==> config.mk <==
export PLATFORM = sky130hd
export DESIGN_NAME = i2c_addr_detect
export DESIGN_NICKNAME = d
export VERILOG_FILES = /design/src/rtl/i2c_ad_pkg.sv /design/src/rtl/i2c_ad_sync.sv /design/src/rtl/i2c_ad_cond.sv /design/src/rtl/i2c_ad_shift.sv /design/src/rtl/i2c_ad_match.sv /design/src/rtl/i2c_addr_detect.sv
export SDC_FILE = /design/constraint.sdc
export NUM_CORES = 1
export LEC_CHECK = 0
export CAP_MARGIN = 30
export CORE_MARGIN = 2
export CORE_UTILIZATION = 45
export CTS_CLUSTER_DIAMETER = 60
export DETAILED_ROUTE_END_ITERATION = 8
export PLACE_DENSITY_LB_ADDON = 0.25
export SLEW_MARGIN = 40
export SYNTH_ARGS = -nofsm -noshare
export SYNTH_HDL_FRONTEND = slang
export SYNTH_SLANG_ARGS = --single-unit
==> constraint.sdc <==
create_clock -name clk -period 1.4 [get_ports clk]
set_input_delay 0.42 -clock clk [delete_from_list [all_inputs] [get_ports clk]]
set_output_delay 0.42 -clock clk [all_outputs]
set_load 0.05 [all_outputs]
==> src/rtl/i2c_ad_pkg.sv <==
package i2c_ad_pkg;
   localparam int STAT_W   = 8;
   localparam int ST_EXT   = 5;
   localparam int ST_MATCH = 4;
   localparam int ST_GCALL = 3;
   localparam int ST_RW    = 2;
   localparam int ST_SEL   = 1;
   localparam int ST_STBY  = 0;

   typedef enum logic [1:0] {
      PH_IDLE = 2'd0,
      PH_ADDR = 2'd1,
      PH_HOLD = 2'd2,
      PH_STBY = 2'd3
   } phase_t;
endpackage

==> src/rtl/i2c_ad_sync.sv <==
module i2c_ad_sync #(
   parameter int STAGES = 2,
   parameter int W      = 2
) (
   input  logic         clk,
   input  logic         rst_n,
   input  logic [W-1:0] d,
   output logic [W-1:0] q
);
   if (STAGES < 2) begin : g_bad_stages
      $error("i2c_ad_sync: STAGES must be at least 2");
   end

   logic [STAGES-1:0][W-1:0] chain;

   // Lines idle high, so the chain resets to ones.
   always_ff @(posedge clk or negedge rst_n) begin
      if (!rst_n) chain <= '1;
      else        chain <= {chain[STAGES-2:0], d};
   end

   assign q = chain[STAGES-1];
endmodule

==> src/rtl/i2c_ad_cond.sv <==
module i2c_ad_cond (
   input  logic clk,
   input  logic rst_n,
   input  logic scl_s,
   input  logic sda_s,
   output logic scl_rise,
   output logic scl_fall,
   output logic start_det,
   output logic stop_det
);
   logic scl_q, sda_q;

   always_ff @(posedge clk or negedge rst_n) begin
      if (!rst_n) begin
         scl_q <= 1'b1;
         sda_q <= 1'b1;
      end else begin
         scl_q <= scl_s;
         sda_q <= sda_s;
      end
   end

   assign scl_rise  = scl_s & ~scl_q;
   assign scl_fall  = ~scl_s & scl_q;
   // SDA may only move on a stable high SCL for a bus condition.
   assign start_det = scl_s & scl_q & sda_q & ~sda_s;
   assign stop_det  = scl_s & scl_q & ~sda_q & sda_s;
endmodule

==> src/rtl/i2c_ad_shift.sv <==
module i2c_ad_shift #(
   parameter int BYTE_W = 8
) (
   input  logic              clk,
   input  logic              rst_n,
   input  logic              clear,
   input  logic              enable,
   input  logic              scl_rise,
   input  logic              scl_fall,
   input  logic              sda_s,
   output logic [BYTE_W-1:0] byte_o,
   output logic              done
);
   localparam int CNT_W = $clog2(BYTE_W + 1);
   localparam logic [CNT_W-1:0] LAST = CNT_W'(BYTE_W);

   logic [CNT_W-1:0]  cnt;
   logic [BYTE_W-1:0] sreg;

   always_ff @(posedge clk or negedge rst_n) begin
      if (!rst_n) begin
         cnt  <= '0;
         sreg <= '0;
      end else if (clear) begin
         cnt  <= '0;
      end else if (enable && scl_rise && cnt != LAST) begin
         sreg <= {sreg[BYTE_W-2:0], sda_s};
         cnt  <= cnt + 1'b1;
      end
   end

   assign byte_o = sreg;
   // Byte is complete at the falling SCL edge that closes the last bit.
   assign done   = enable & scl_fall & (cnt == LAST);
endmodule

==> src/rtl/i2c_ad_match.sv <==
module i2c_ad_match #(
   parameter int BYTE_W = 8,
   parameter int HDR_W  = 4
) (
   input  logic [BYTE_W-1:0] rx_byte,
   input  logic [BYTE_W-1:0] own_addr,
   output logic              ext_hit,
   output logic              addr_hit,
   output logic              gcall_hit
);
   if (HDR_W < 1 || HDR_W > BYTE_W - 1) begin : g_bad_hdr
      $error("i2c_ad_match: HDR_W out of range");
   end

   logic [HDR_W-1:0] head;
   assign head      = rx_byte[BYTE_W-1 -: HDR_W];
   assign ext_hit   = (head == '0) || (head == '1);
   assign addr_hit  = rx_byte[BYTE_W-1:1] == own_addr[BYTE_W-1:1];
   assign gcall_hit = rx_byte == '0;
endmodule

==> src/rtl/i2c_addr_detect.sv <==
module i2c_addr_detect
   import i2c_ad_pkg::*;
#(
   parameter int          SYNC_STAGES = 2,
   parameter int          BYTE_W      = 8,
   parameter int          HDR_W       = 4,
   parameter logic [7:0]  RESET_ADDR  = 8'hA0
) (
   input  logic              clk,
   input  logic              rst_n,
   input  logic              scl_i,
   input  logic              sda_i,
   input  logic              addr_we,
   input  logic [BYTE_W-1:0] addr_wdata,
   output logic [BYTE_W-1:0] addr_o,
   input  logic              release_i,
   output logic [STAT_W-1:0] status_o,
   output logic              irq_o
);
   if (BYTE_W != 8) begin : g_bad_width
      $error("i2c_addr_detect: BYTE_W must be 8 for an I2C address byte");
   end

   logic scl_s, sda_s;
   logic scl_rise, scl_fall, start_det, stop_det;
   logic [BYTE_W-1:0] rx_byte;
   logic done, ext_hit, addr_hit, gcall_hit;

   phase_t phase;
   logic [BYTE_W-1:0] own_q;
   logic f_ext, f_match, f_gcall, f_rw, f_sel, irq_q;

   i2c_ad_sync #(.STAGES(SYNC_STAGES), .W(2)) u_sync (
      .clk(clk), .rst_n(rst_n), .d({scl_i, sda_i}), .q({scl_s, sda_s})
   );

   i2c_ad_cond u_cond (
      .clk(clk), .rst_n(rst_n), .scl_s(scl_s), .sda_s(sda_s),
      .scl_rise(scl_rise), .scl_fall(scl_fall),
      .start_det(start_det), .stop_det(stop_det)
   );

   i2c_ad_shift #(.BYTE_W(BYTE_W)) u_shift (
      .clk(clk), .rst_n(rst_n),
      .clear(start_det | release_i),
      .enable(phase == PH_ADDR),
      .scl_rise(scl_rise), .scl_fall(scl_fall), .sda_s(sda_s),
      .byte_o(rx_byte), .done(done)
   );

   i2c_ad_match #(.BYTE_W(BYTE_W), .HDR_W(HDR_W)) u_match (
      .rx_byte(rx_byte), .own_addr(own_q),
      .ext_hit(ext_hit), .addr_hit(addr_hit), .gcall_hit(gcall_hit)
   );

   // Local address register: only software writes it.
   always_ff @(posedge clk or negedge rst_n) begin
      if (!rst_n)       own_q <= BYTE_W'(RESET_ADDR);
      else if (addr_we) own_q <= addr_wdata;
   end

   // Phase and flags. Priority: release, START, STOP, byte done.
   always_ff @(posedge clk or negedge rst_n) begin
      if (!rst_n) begin
         phase   <= PH_IDLE;
         f_ext   <= 1'b0;
         f_match <= 1'b0;
         f_gcall <= 1'b0;
         f_rw    <= 1'b0;
         f_sel   <= 1'b0;
         irq_q   <= 1'b0;
      end else begin
         irq_q <= 1'b0;
         if (release_i) begin
            phase <= PH_STBY;
            f_sel <= 1'b0;
         end else if (start_det) begin
            phase   <= PH_ADDR;
            f_ext   <= 1'b0;
            f_match <= 1'b0;
            f_gcall <= 1'b0;
            f_rw    <= 1'b0;
            f_sel   <= 1'b0;
         end else if (stop_det) begin
            if (phase != PH_STBY) phase <= PH_IDLE;
            f_ext   <= 1'b0;
            f_match <= 1'b0;
            f_gcall <= 1'b0;
            f_rw    <= 1'b0;
            f_sel   <= 1'b0;
         end else if (done) begin
            phase   <= PH_HOLD;
            f_ext   <= ext_hit;
            f_match <= addr_hit;
            f_gcall <= gcall_hit;
            f_rw    <= rx_byte[0];
            f_sel   <= ext_hit | addr_hit;
            irq_q   <= ext_hit | addr_hit;
         end
      end
   end

   always_comb begin
      status_o           = '0;
      status_o[ST_EXT]   = f_ext;
      status_o[ST_MATCH] = f_match;
      status_o[ST_GCALL] = f_gcall;
      status_o[ST_RW]    = f_rw;
      status_o[ST_SEL]   = f_sel;
      status_o[ST_STBY]  = phase == PH_STBY;
   end

   assign irq_o  = irq_q;
   assign addr_o = own_q;
endmodule

==> flow_results.org <==
** Synthesis
- Averaged over all synthesized cells, the footprint is 13.1 um^2.
- For this run, the register share of the synthesized area comes to 56.0%.
- Yosys attributes the largest share of cell area to dfrtp_1 42%, dfstp_2 14%, mux2_2 11%, xor2_1 4.0%, buf_4 3.4%.
- After synthesis, the most frequently instantiated cells are 26 x dfrtp_1, 15 x mux2_2, 8 x dfstp_2, 7 x buf_4, 7 x xor2_1.
- Share of synthesized registers carrying an async set or reset :: 100%
- Yosys reg bits :: 34
- Number of instances in the synthesized netlist :: 117
- Cell with the most instances after synthesis :: dfrtp_1
- For this run, the leading register cell type out of synthesis is dfrtp_1.
- After synthesis the cells add up to 1540 um^2.
- Counting distinct cell types in the post-synthesis netlist gives 37.
- During synthesis, Yosys emitted a total of 0 warnings.
- In this run, synthesis inferred 0 flip-flops with an integrated enable.
- Cell type with the highest aggregate area in the netlist :: dfrtp_1
- In this run the biggest area consumer among cell types represents 42.3% of the synthesized area.

** Place
- Last weighted congestion value of the routability-driven placer :: 0.743
- The count of buffers added on input and output ports is 28.
- Detailed placer's ending HPWL :: 2.29 mm
- OpenSTA, run right after detailed placement, puts the worst setup slack at -0.453 ns.

** Cells and area
- Proportion of layout cells with a drive suffix above 1 :: 60.5%
- Number of diodes added for antenna fixing :: 0
- Number of nets in the finished design :: 200
- Summing all flip-flop and latch instances after layout gives 865 um^2.
- The layout has 207 filler cells.
- Summing all multi-input logic gate instances after layout gives 726 um^2.
- Layout overhead on the synthesized area :: 63.9%

** Global routing
- Initial antenna violation count :: 0
- Number of global-route vias before repair :: 1,222
- Entering global routing, the biggest net connects 35 pins.
- In the global route stage, overall resource usage came out at 19.2%.
- Final global-route overflow total :: 0
- Global-route wire length before repair :: 5.71 mm

** Timing
- Endpoints failing hold :: 0
- Setup repair after global routing missed its margin :: yes
- The clock arrives with 0.0160 ns of skew.
- After layout, the worst setup slack is -0.229 ns.
- The number of slew-limit violations in the final report came to 0.
- For this run, the top clock speed supported by timing is 614 MHz.
- The routed design could run at a clock period as short as 1.63 ns.
- Setup violation total in the final timing report :: 22
- Final worst path period share :: 116%

** CTS
- TritonCTS clock tree :: done
- Clock buffer count from CTS :: 5
- Clk Tree Root Cell :: clkbuf_4
- Clock-pin slew was measured on the worst setup and hold paths at 0.10 ns.
- Clock latency at the later pin of the worst-skew pair :: 0.34 ns
- In this run the number of H-tree levels came out at 2.
- The clock net in this run drives a total of 34 sinks.
- No sink is reached through more buffers than the 2 on the longest clock path.

** Floorplanning
- Initial core utilization :: 46.4%
- From left edge to right edge, the die measures 62.5 um.
- In this run the count of I/O pins placed on the die edge is 31.
- The initialized floorplan defines 21 standard-cell rows.
- Die Outline Area :: 3900 um^2
- The core region is 3310 um^2.
- Measured along the y axis, the die boundary spans 62.5 um.

** Setup path
- In this run the critical register-to-register path is launched from u_sync.q[0].
- Startpoint Class :: flop
- Slowest library cell on the worst path :: dfstp_2
- The most critical setup path has its startpoint at u_sync.q[0].
- Counting cells, the worst reg-to-reg path comes to 6.
- Setup slack on the worst flop-to-flop path :: -0.23 ns
- Counting both buffers and inverters, the worst setup path holds a total of 3.
- The critical path ends at u_shift.byte_o[6].
- Top cell family by delay on the critical path :: flip-flops
- Type of the worst setup path :: flop to flop
- On the worst path, the slowest cell contributes a delay of 0.57 ns.
- The critical path runs through a total of 6 cells.
- Data arrival time at the worst-slack endpoint :: 1.85 ns
- The worst register-to-register path ends at u_shift.byte_o[6].
- Endpoint required time on the critical path :: 1.62 ns
- STA classifies the critical path endpoint as a flop.
- Largest driver fanout on the critical path :: 8
- Cell Chain, Critical Path :: buf_6 -> inv_4 -> a41o_1 -> nor2_4 -> buf_12 -> mux2_4

** Detailed routing
- Total vias in the final route :: 1,171
- Mean routed wirelength per cell :: 15.8 um
- For this run, design rule violations remaining after detail routing come to 0.
- ANT nets after route :: 0
- After detailed routing, the total wire length is 3.64 mm.
- Detail-routed via count per cell :: 5.07
- Iteration count of the initial detailed-routing pass :: 4
- For this block, the initial DRC count from the detailed router was 51.

** Outcome
- The run finished, with violations left.
- The final reports fail on setup timing.

** Power and ir drop
- Cell leakage power :: 0.00110 uW
- Net switching share of the total power :: 29.2%
- Combinational fraction of design power :: 26.6%
- Of the total power, registers draw 48.3%.
- PnR Total Power :: 2300 uW
- Summed over all nets, the switching power comes to 672 uW.
- Clock Power Share :: 25.1%
- VDD sags by at most 0.000604 V.
- Internal Pwr Total :: 1630 uW
- For this design the ratio of total power to cell area is 913 nW/um^2.

** Run
- Number of max-capacitance violations reported :: 0

** Hold path
- Hold crit path type :: flop to flop
==> power by group through the flow <==
| stage | clock (uW) | combinational, uW | sequential, uW |
|---|---|---|---|
| after floorplan | 0 | 161 | 1200 |
| after global placement | 0 | 512 | 1130 |
| after detailed placement | 0 | 520 | 1130 |
| after CTS | 588 | 563 | 1110 |
| after global routing | 648 | 645 | 1120 |
| final | 577 | 611 | 1110 |
==> final cells by class <==
cell class / count / area share, %
multi-input cells: 72 / 28.8
flip-flops and latches: 34 / 34.3
inverters: 4 / 0.695
repair buffers: 67 / 31.4
clock buffers: 6 / 2.04
clock inverters: 2 / 0.497
well taps: 46 / 2.28
==> metal layers <==
metal  GRT usage [%]  routed length [um]  vias to the layer above
met3            6.85                 179                        6
li1                -                   -                      543
met5               0                   0                        -
met1            23.3                1490                      587
met4            6.67                  48                        0
met2            31.6                1920                       35
==> registers in the layout, summed over array words and instances, names as in the netlist <==
name / count
addr_o: 8
u_shift.byte_o: 8
u_shift.cnt: 4
phase: 2
u_sync.chain: 2
u_sync.q: 2
f_ext: 1
f_gcall: 1
f_match: 1
f_rw: 1
f_sel: 1
irq_o: 1
u_cond.scl_q: 1
u_cond.sda_q: 1
==> per-stage QoR <==
| step | utilization (%) | TNS, ns | cells | hold slack [ns] | cell area (um^2) |
|---|---|---|---|---|---|
| after detailed placement | 65.8 | -7.14 | 207 | 0.350 | 2180 |
| final | 76.1 | -3.29 | 231 | 0.365 | 2520 |
| after CTS | 71.4 | -2.93 | 221 | 0.365 | 2360 |
| after global routing | 76.1 | -4.59 | 231 | 0.374 | 2520 |
| after global placement | 65.8 | -6.64 | 207 | 0.347 | 2180 |
| after floorplan | - | -1.47 | 118 | 0.124 | 1550 |
==> what timing repair did <==
item                                    4_1_cts  5_1_grt
resized for setup                            16       18
pin swaps                                     7       12
hold buffers                                  0        0
endpoints found under the setup margin       22       30
buffers inserted                              6       10
==> placed cells by master (no fill, tap or decap), types with 5 or more instances in the layout <==
master	count
buf_12	18
clkdlybuf4s50_1	13
dfstp_2	8
mux2_2	8
mux2_4	7
buf_4	28
clkbuf_4	5
buf_6	8
xor2_1	7
dfrtp_1	23
==> cells by family after synthesis <==
logic type / count (synthesis) / share of synthesized area (%)
DFF: 34 / 56.0
and+or+nand+nor: 31 / 14.5
muxes: 16 / 11.6
buffers and inverters: 12 / 4.64
xor gates and xnor gates: 11 / 6.27
AOI/OAI and AO/OA: 10 / 5.13
adders and majority gates: 2 / 1.63
other: 1 / 0.244
==> how the worst min path moves through the flow <==
| stage | start | endpoint | cells after the start |
|---|---|---|---|
| final | u_sync.chain[0] | u_sync.q[0] | 0 |
| after detailed placement | u_sync.chain[0] | u_sync.q[0] | 0 |
| after CTS | u_sync.chain[0] | u_sync.q[0] | 0 |
| after global placement | u_sync.chain[1] | u_sync.q[1] | 0 |
| after global routing | u_sync.chain[0] | u_sync.q[0] | 0 |
| after floorplan | rst_n | addr_o[0] | 0 |
Power figures use the tool's default switching activity.
